==> src/rtl/tp_pkg.sv <==
package tp_pkg;

    typedef enum logic {
        BR_A = 1'b0,
        BR_B = 1'b1
    } br_e;

    localparam int unsigned NUM_BR = 2;

    // Next state of a C-element: follow the shared input level only on agreement.
    function automatic logic c_update(input logic agree, input logic level, input logic prev);
        return agree ? level : prev;
    endfunction

endpackage

==> src/rtl/tp_celem.sv <==
module tp_celem #(
    parameter int unsigned N = 2
) (
    input  logic         clk,
    input  logic         rst,
    input  logic [N-1:0] in_t,
    output logic         y
);
    logic agree;

    assign agree = (in_t == {N{in_t[0]}});

    always_ff @(posedge clk) begin
        if (rst) y <= 1'b0;
        else     y <= tp_pkg::c_update(agree, in_t[0], y);
    end

    // the state only moves to a level that every input held on the previous edge
    a_r3_r5_agree: assert property (@(posedge clk) disable iff (rst)
        (y != $past(y)) |-> ($past(in_t) == {N{y}}));

    // an input that has toggled must wait for its partners before toggling again
    for (genvar i = 0; i < N; i++) begin : g_proto
        a_r3_r5_no_double_toggle: assert property (@(posedge clk) disable iff (rst)
            ((in_t[i] != y) && (in_t != {N{in_t[i]}})) |=> $stable(in_t[i]));
    end
endmodule

==> src/rtl/tp_fork.sv <==
module tp_fork #(
    parameter int unsigned W  = 8,
    parameter int unsigned NB = 2
) (
    input  logic          clk,
    input  logic          rst,
    input  logic          src_req,
    input  logic [W-1:0]  src_data,
    output logic          src_ack,
    output logic [NB-1:0] br_req,
    output logic [W-1:0]  br_data,
    input  logic [NB-1:0] br_ack
);
    for (genvar b = 0; b < NB; b++) begin : g_fan
        assign br_req[b] = src_req;
    end
    assign br_data = src_data;

    tp_celem #(.N(NB)) u_ack_merge (
        .clk  (clk),
        .rst  (rst),
        .in_t (br_ack),
        .y    (src_ack)
    );
endmodule

==> src/rtl/tp_join.sv <==
module tp_join #(
    parameter int unsigned W = 8
) (
    input  logic           clk,
    input  logic           rst,
    input  logic           a_req,
    input  logic [W-1:0]   a_data,
    output logic           a_ack,
    input  logic           b_req,
    input  logic [W-1:0]   b_data,
    output logic           b_ack,
    output logic           dst_req,
    output logic [2*W-1:0] dst_data,
    input  logic           dst_ack
);
    localparam int unsigned OW = 2 * W;

    logic fire;

    tp_celem #(.N(tp_pkg::NUM_BR)) u_req_merge (
        .clk  (clk),
        .rst  (rst),
        .in_t ({b_req, a_req}),
        .y    (dst_req)
    );

    assign fire = (a_req == b_req) && (a_req != dst_req);

    always_ff @(posedge clk) begin
        if (rst)       dst_data <= '0;
        else if (fire) dst_data <= {a_data, b_data};
    end

    assign a_ack = dst_ack;
    assign b_ack = dst_ack;

    // the word captured with a request event holds both fields seen on that edge
    a_r6_capture: assert property (@(posedge clk) disable iff (rst)
        $changed(dst_req) |-> (dst_data == {$past(a_data), $past(b_data)}));

    // with no request event the output word does not move
    a_r6_data_stable: assert property (@(posedge clk) disable iff (rst)
        (dst_req == $past(dst_req)) |-> $stable(dst_data));

    if (OW != 2 * W) begin : g_bad_width
        initial $error("tp_join width mismatch");
    end
endmodule

==> src/rtl/tp_forkjoin.sv <==
module tp_forkjoin #(
    parameter int unsigned W = 8
) (
    input  logic           clk,
    input  logic           rst,
    input  logic           fk_src_req,
    input  logic [W-1:0]   fk_src_data,
    output logic           fk_src_ack,
    output logic [1:0]     fk_br_req,
    output logic [W-1:0]   fk_br_data,
    input  logic [1:0]     fk_br_ack,
    input  logic           jn_a_req,
    input  logic [W-1:0]   jn_a_data,
    output logic           jn_a_ack,
    input  logic           jn_b_req,
    input  logic [W-1:0]   jn_b_data,
    output logic           jn_b_ack,
    output logic           jn_dst_req,
    output logic [2*W-1:0] jn_dst_data,
    input  logic           jn_dst_ack
);
    tp_fork #(.W(W), .NB(tp_pkg::NUM_BR)) u_fork (
        .clk      (clk),
        .rst      (rst),
        .src_req  (fk_src_req),
        .src_data (fk_src_data),
        .src_ack  (fk_src_ack),
        .br_req   (fk_br_req),
        .br_data  (fk_br_data),
        .br_ack   (fk_br_ack)
    );

    tp_join #(.W(W)) u_join (
        .clk      (clk),
        .rst      (rst),
        .a_req    (jn_a_req),
        .a_data   (jn_a_data),
        .a_ack    (jn_a_ack),
        .b_req    (jn_b_req),
        .b_data   (jn_b_data),
        .b_ack    (jn_b_ack),
        .dst_req  (jn_dst_req),
        .dst_data (jn_dst_data),
        .dst_ack  (jn_dst_ack)
    );

    // both producers of the join always see the same acknowledge level
    a_r7_ack_pair: assert property (@(posedge clk) disable iff (rst)
        jn_a_ack == jn_b_ack);
endmodule

==> config.mk <==
export PLATFORM = sky130hd
export DESIGN_NAME = tp_forkjoin
export DESIGN_NICKNAME = d
export VERILOG_FILES = /design/src/rtl/tp_pkg.sv /design/src/rtl/tp_celem.sv /design/src/rtl/tp_fork.sv /design/src/rtl/tp_join.sv /design/src/rtl/tp_forkjoin.sv
export SDC_FILE = /design/constraint.sdc
export NUM_CORES = 1
export LEC_CHECK = 0
export ABC_AREA = 1
export BUFFER_PORTS_ARGS = -buffer_cell sky130_fd_sc_hd__buf_2
export CAP_MARGIN = 15
export CELL_PAD_IN_SITES_DETAIL_PLACEMENT = 1
export CELL_PAD_IN_SITES_GLOBAL_PLACEMENT = 1
export CORE_UTILIZATION = 30
export DETAILED_ROUTE_END_ITERATION = 7
export PLACE_DENSITY_LB_ADDON = 0.1
export SKIP_LAST_GASP = 1
export SYNTH_ARGS = -nofsm -noshare
export SYNTH_HDL_FRONTEND = slang
export SYNTH_SLANG_ARGS = --single-unit
export TNS_END_PERCENT = 50
==> constraint.sdc <==
create_clock -name clk -period 2.9 [get_ports clk]
set_input_delay 0.29 -clock clk [delete_from_list [all_inputs] [get_ports clk]]
set_output_delay 0.29 -clock clk [all_outputs]
set_load 0.005 [all_outputs]
; ---- Word-level counts from Yosys, hierarchy flattened
; Index checks and enable logic that the tools add are counted.
[totals]
register_bits = 18
out_inout_bits = 30
[classes]
eq_ne = 4
reduce_logical = 1
[ops]
columns = operator, count
row1 = == test 1 bit, 3
row2 = logical AND 1 bit, 1
row3 = != test 1 bit, 1

; ---- Longest topological paths before layout
[logic_depth]
word_depth = 2
depth_mapped = 7
depth_no_buf = 6

; ---- Modules after synthesis
; A second synthesis with hierarchy kept.
[unflattened]
cells_unflattened = 131
hier_area_um2 = 1047.3
[by_module_without_submodules]
columns = module, n_inst, cells_each, area_per_inst_um2, seq_area_each_um2
row1 = tp_join, 1, 113, 899.6, 320.3
row2 = tp_fork, 1, 10, 75.1, 0.0
row3 = tp_celem, 2, 4, 36.3, 20.0

; ---- Least setup slack after synthesis
; No wires, ideal clock.
[synth_timing]
path_type = flip-flop to flip-flop
from = reg u_join.u_req_merge.y
to = reg u_join.dst_data[0]
t_arrival_ns = 0.895
setup_slack_ns = 1.890
path_stages_with_launch = 7
period_less_slack_ns = 1.010
path_cell_list = dfxtp_1 inv_2 nand2_2 nand2_4 clkbuf_8 a21oi_1 nor2_1
[synth_between]
elab_chain_len = 2
[synth_rtl]
columns = item, line
row1 = from (decl), tp_celem.sv:7  ; output logic y
row2 = from (signal assigned), tp_celem.sv:15  ; else y <= tp_pkg::c_update(agree, in_t[0], y);
row3 = != test 1 bit, tp_join.sv:27  ; assign fire = (a_req == b_req) && (a_req != dst_req);
row4 = logical AND 1 bit, tp_join.sv:27
row5 = to (signal assigned), tp_join.sv:31  ; else if (fire) dst_data <= {a_data, b_data};
row6 = to (decl), tp_join.sv:13  ; output logic [2*W-1:0] dst_data,
; No other way between the ends.
; A chain may end at the register's enable or synchronous reset.

; ---- Worst setup path after layout
[layout_timing]
from = reg u_join.u_req_merge.y
to = reg u_join.dst_data[15]
; The elaborated chain is that of the path after synthesis.

==> run_results.csv <==
group,metric,value,unit
logic_synthesis,synth.avg_cell_area,7.834,um2
placed_design,place_inst,194,
sta,tns,0,ns
logic_synthesis,synthCells,130,
run_status,outcome,"complete, no violations",
critical_path,arrival,1.40,ns
power,power.leakage,0.6207,nW
routing,wirelength,2285,um
clocking,cts-buffers-inserted,3,
worst_hold_path,hp-class,"in -> reg",
floorplan,rows,20,
critical_path,r2r_setup_slack,1.70,ns
routing,ant_nets,0,
critical_path,worst_path_max_delay_cell,"dfxtp_1",
run,max_cap_violations,0,
routing,wl_per_cell,11.54,um
placed_design,gp_congestion,0.6792,
finish,fin_nets,187,
sta,holdWs,0.1661,ns
critical_path,criticalPathCategory,"reg -> reg",
finish,drive_gt1_share,40.26,%
clocking,hold_buffers,0,
clocking,clock_latency,0.30,ns
finish,multi_input_area,411.6,um2
floorplan,die_area,0.003632,mm2
global_route,grt_max_degree,33,
logic_synthesis,yosysTopAreaCell,"dfxtp_1",
sta,worst_pin_slew,0.4783,ns
floorplan,floorplan.initialDensity,32.56,%
critical_path,crit_fanout,32,
clocking,root_buffer,"clkbuf_4",
finish,syn_to_final_growth,11.30,%
clocking,clk_path_buf_depth,2,
floorplan,dieHeight,60.27,um
critical_path,max_stage_delay,0.42,ns
sta,slew_viol_final,0,
floorplan,core,0.003128,mm2
critical_path,r2r_cells,5,
sta,setup_viol,0,
global_route,grt_overflow,0,
global_route,antenna_found_initial,0,
sta,hold_viol,0,
routing,vias,863,
critical_path,r2r-end,"u_join.dst_data[15]$_SDFFE_PP0P_",
critical_path,cp-end-kind,"flop",
critical_path,critical_path.endpoint,"u_join.dst_data[15]$_SDFFE_PP0P_",
routing,viasPerCell,4.359,
clocking,path_clk_slew,0.11,ns
floorplan,die_x,60.27,um
routing,drt_iter0_drc,30,
global_route,grt_pass1_wl,3574,um
sta,min_period,1.197,ns
global_route,grt_use_total,13.20,%
global_route,grt.busiest_layer,"met2",
logic_synthesis,seq_area_frac_synth,35.38,%
routing,dr.pass1.iters,2,
clocking,cts_tree,"done",
routing,drc,0,
logic_synthesis,yosysWarningCount,0,
clocking,cts_resized,0,
finish,nFillCells,408,
critical_path,cp-start-kind,"flop",
logic_synthesis,syn_nets,162,
finish,regArea,360.3,um2
finish,final_cell_count_no_fill,198,
critical_path,required,3.10,ns
sta,slew-limit-headroom,67.92,%
critical_path,reg2reg_from,"u_join.u_req_merge.y$_SDFFE_PP0N_",
critical_path,crit_chain,"inv_2, nand2_2, nand2_4, a21oi_1, nor2_1",
finish,fin_util,36.24,%
placed_design,portBuffers,39,
power,max-vdd-ir-drop,0.1688,mV
clocking,htree_levels,1,
placed_design,dp_hpwl,1614,um
logic_synthesis,synth_top_area_share,35.38,%
placed_design,dp_slack,1.634,ns
sta,finalWorstSetupSlack,1.703,ns
global_route,gr-usage-met3,2.597,%
sta,rsz0062_at_grt,"false",
sta,period_share,41.27,%
logic_synthesis,ys_seq_elements,18,
power,p_per_area,488.9,mW/mm2
critical_path,cp-startpoint,"u_join.u_req_merge.y$_SDFFE_PP0N_",
floorplan,ios,62,
global_route,grtUsageMet2,22.14,%
finish,antenna-diode-count,0,
global_route,use_met1,15.42,%
sta,fmax,0.8355,GHz
sta,clock_skew,0.003038,ns
logic_synthesis,ys_types,17,
logic_synthesis,synth.area.top_cells,"dfxtp_1, nand3_2, buf_4, a21oi_1, inv_1",
clocking,numClockSinks,18,
logic_synthesis,synth_area,0.001018,mm2
global_route,grt_pass1_vias,861,
clocking,post-cts-setup-buffers,0,
## cells by family after synthesis
family / Yosys count / synth area share [%]
AOI/OAI and AO/OA: 20 / 10.07
DFF: 18 / 35.38
buffers and inverters: 39 / 24.20
and+or+nand+nor: 53 / 30.34
## registers in the layout, summed over array words and instances (netlist names)
name                  cells
u_join.dst_data          16
u_join.u_req_merge.y      1
u_fork.u_ack_merge.y      1
## how the worst min path moves through the flow
| stage | from | end | slack [ns] | depth (start not counted) |
|---|---|---|---|---|
| 6_report | rst | u_join.u_req_merge.y$_SDFFE_PP0N_ | 0.17 | 2 |
| 5_1_grt | rst | u_join.u_req_merge.y$_SDFFE_PP0N_ | 0.15 | 2 |
| 4_1_cts | rst | u_join.u_req_merge.y$_SDFFE_PP0N_ | 0.15 | 2 |
| 3_5_place_dp | u_join.dst_data[5]$_SDFFE_PP0P_ | u_join.dst_data[5]$_SDFFE_PP0P_ | 0.46 | 2 |
| 3_3_place_gp | u_join.dst_data[0]$_SDFFE_PP0P_ | u_join.dst_data[0]$_SDFFE_PP0P_ | 0.46 | 2 |
| 2_1_floorplan | rst | u_join.u_req_merge.y$_SDFFE_PP0N_ | 0.37 | 1 |
## Yosys cell counts (all sizes together)
master,n
buf,18
inv,19
nand3,16
clkbuf,1
clkinv,1
a21oi,18
o21ai,1
nand2,20
dfxtp,18
a211oi,1
nor2,17
## routing by layer
layer | vias to the layer above | routed length, um | share of wire [%]
li1 | 437 | - | -
met4 | 0 | 44 | 1.9
met5 | - | 0 | 0
met2 | 32 | 1081 | 47
met3 | 8 | 148 | 6.5
met1 | 386 | 1011 | 44
## per-stage QoR
| stage | power (mW) | instance area [um2] |
|---|---|---|
| final | 0.5543 | 1134 |
| after CTS | 0.5646 | 1134 |
| after detailed placement | 0.4008 | 1097 |
| after global placement | 0.3955 | 1097 |
| after global routing | 0.5882 | 1134 |
| after floorplan | 0.3788 | 1018 |
## cell type report
class / count / share of cell area, %
Tap cell: 44 / 4.857
Inverter: 20 / 6.623
Sequential cell: 18 / 31.79
Clock buffer: 4 / 3.201
Multi-Input combinational cell: 73 / 36.31
Timing Repair Buffer: 39 / 17.22
## worst max-delay path, delay by kind of cell, from the launching register on
kind,cells,cell delay (ns)
flip-flops,1,0.42
AND/OR/NAND/NOR,3,0.37
buffers and inverters,1,0.06
AO/OA/AOI/OAI,1,0.25
## report_power, final
part | switching [mW] | internal, mW | leakage (nW)
logic | 0.0650 | 0.0493 | 0.450
clock network | 0.0853 | 0.0766 | 0.0210
registers | 0.0101 | 0.268 | 0.149
total | 0.160 | 0.394 | 0.621
## cell usage in the layout (no fill, tap or decap), drive strengths merged
cell type	Yosys	routed
buf	18	39
nand2	20	20
inv	19	19
a21oi	18	18
dfxtp	18	18
nor2	17	17
nand3	16	16
clkbuf	1	4
clkinv	1	1
o21ai	1	1
a211oi	1	1
Note: power is estimated with default switching activity, not from simulation.
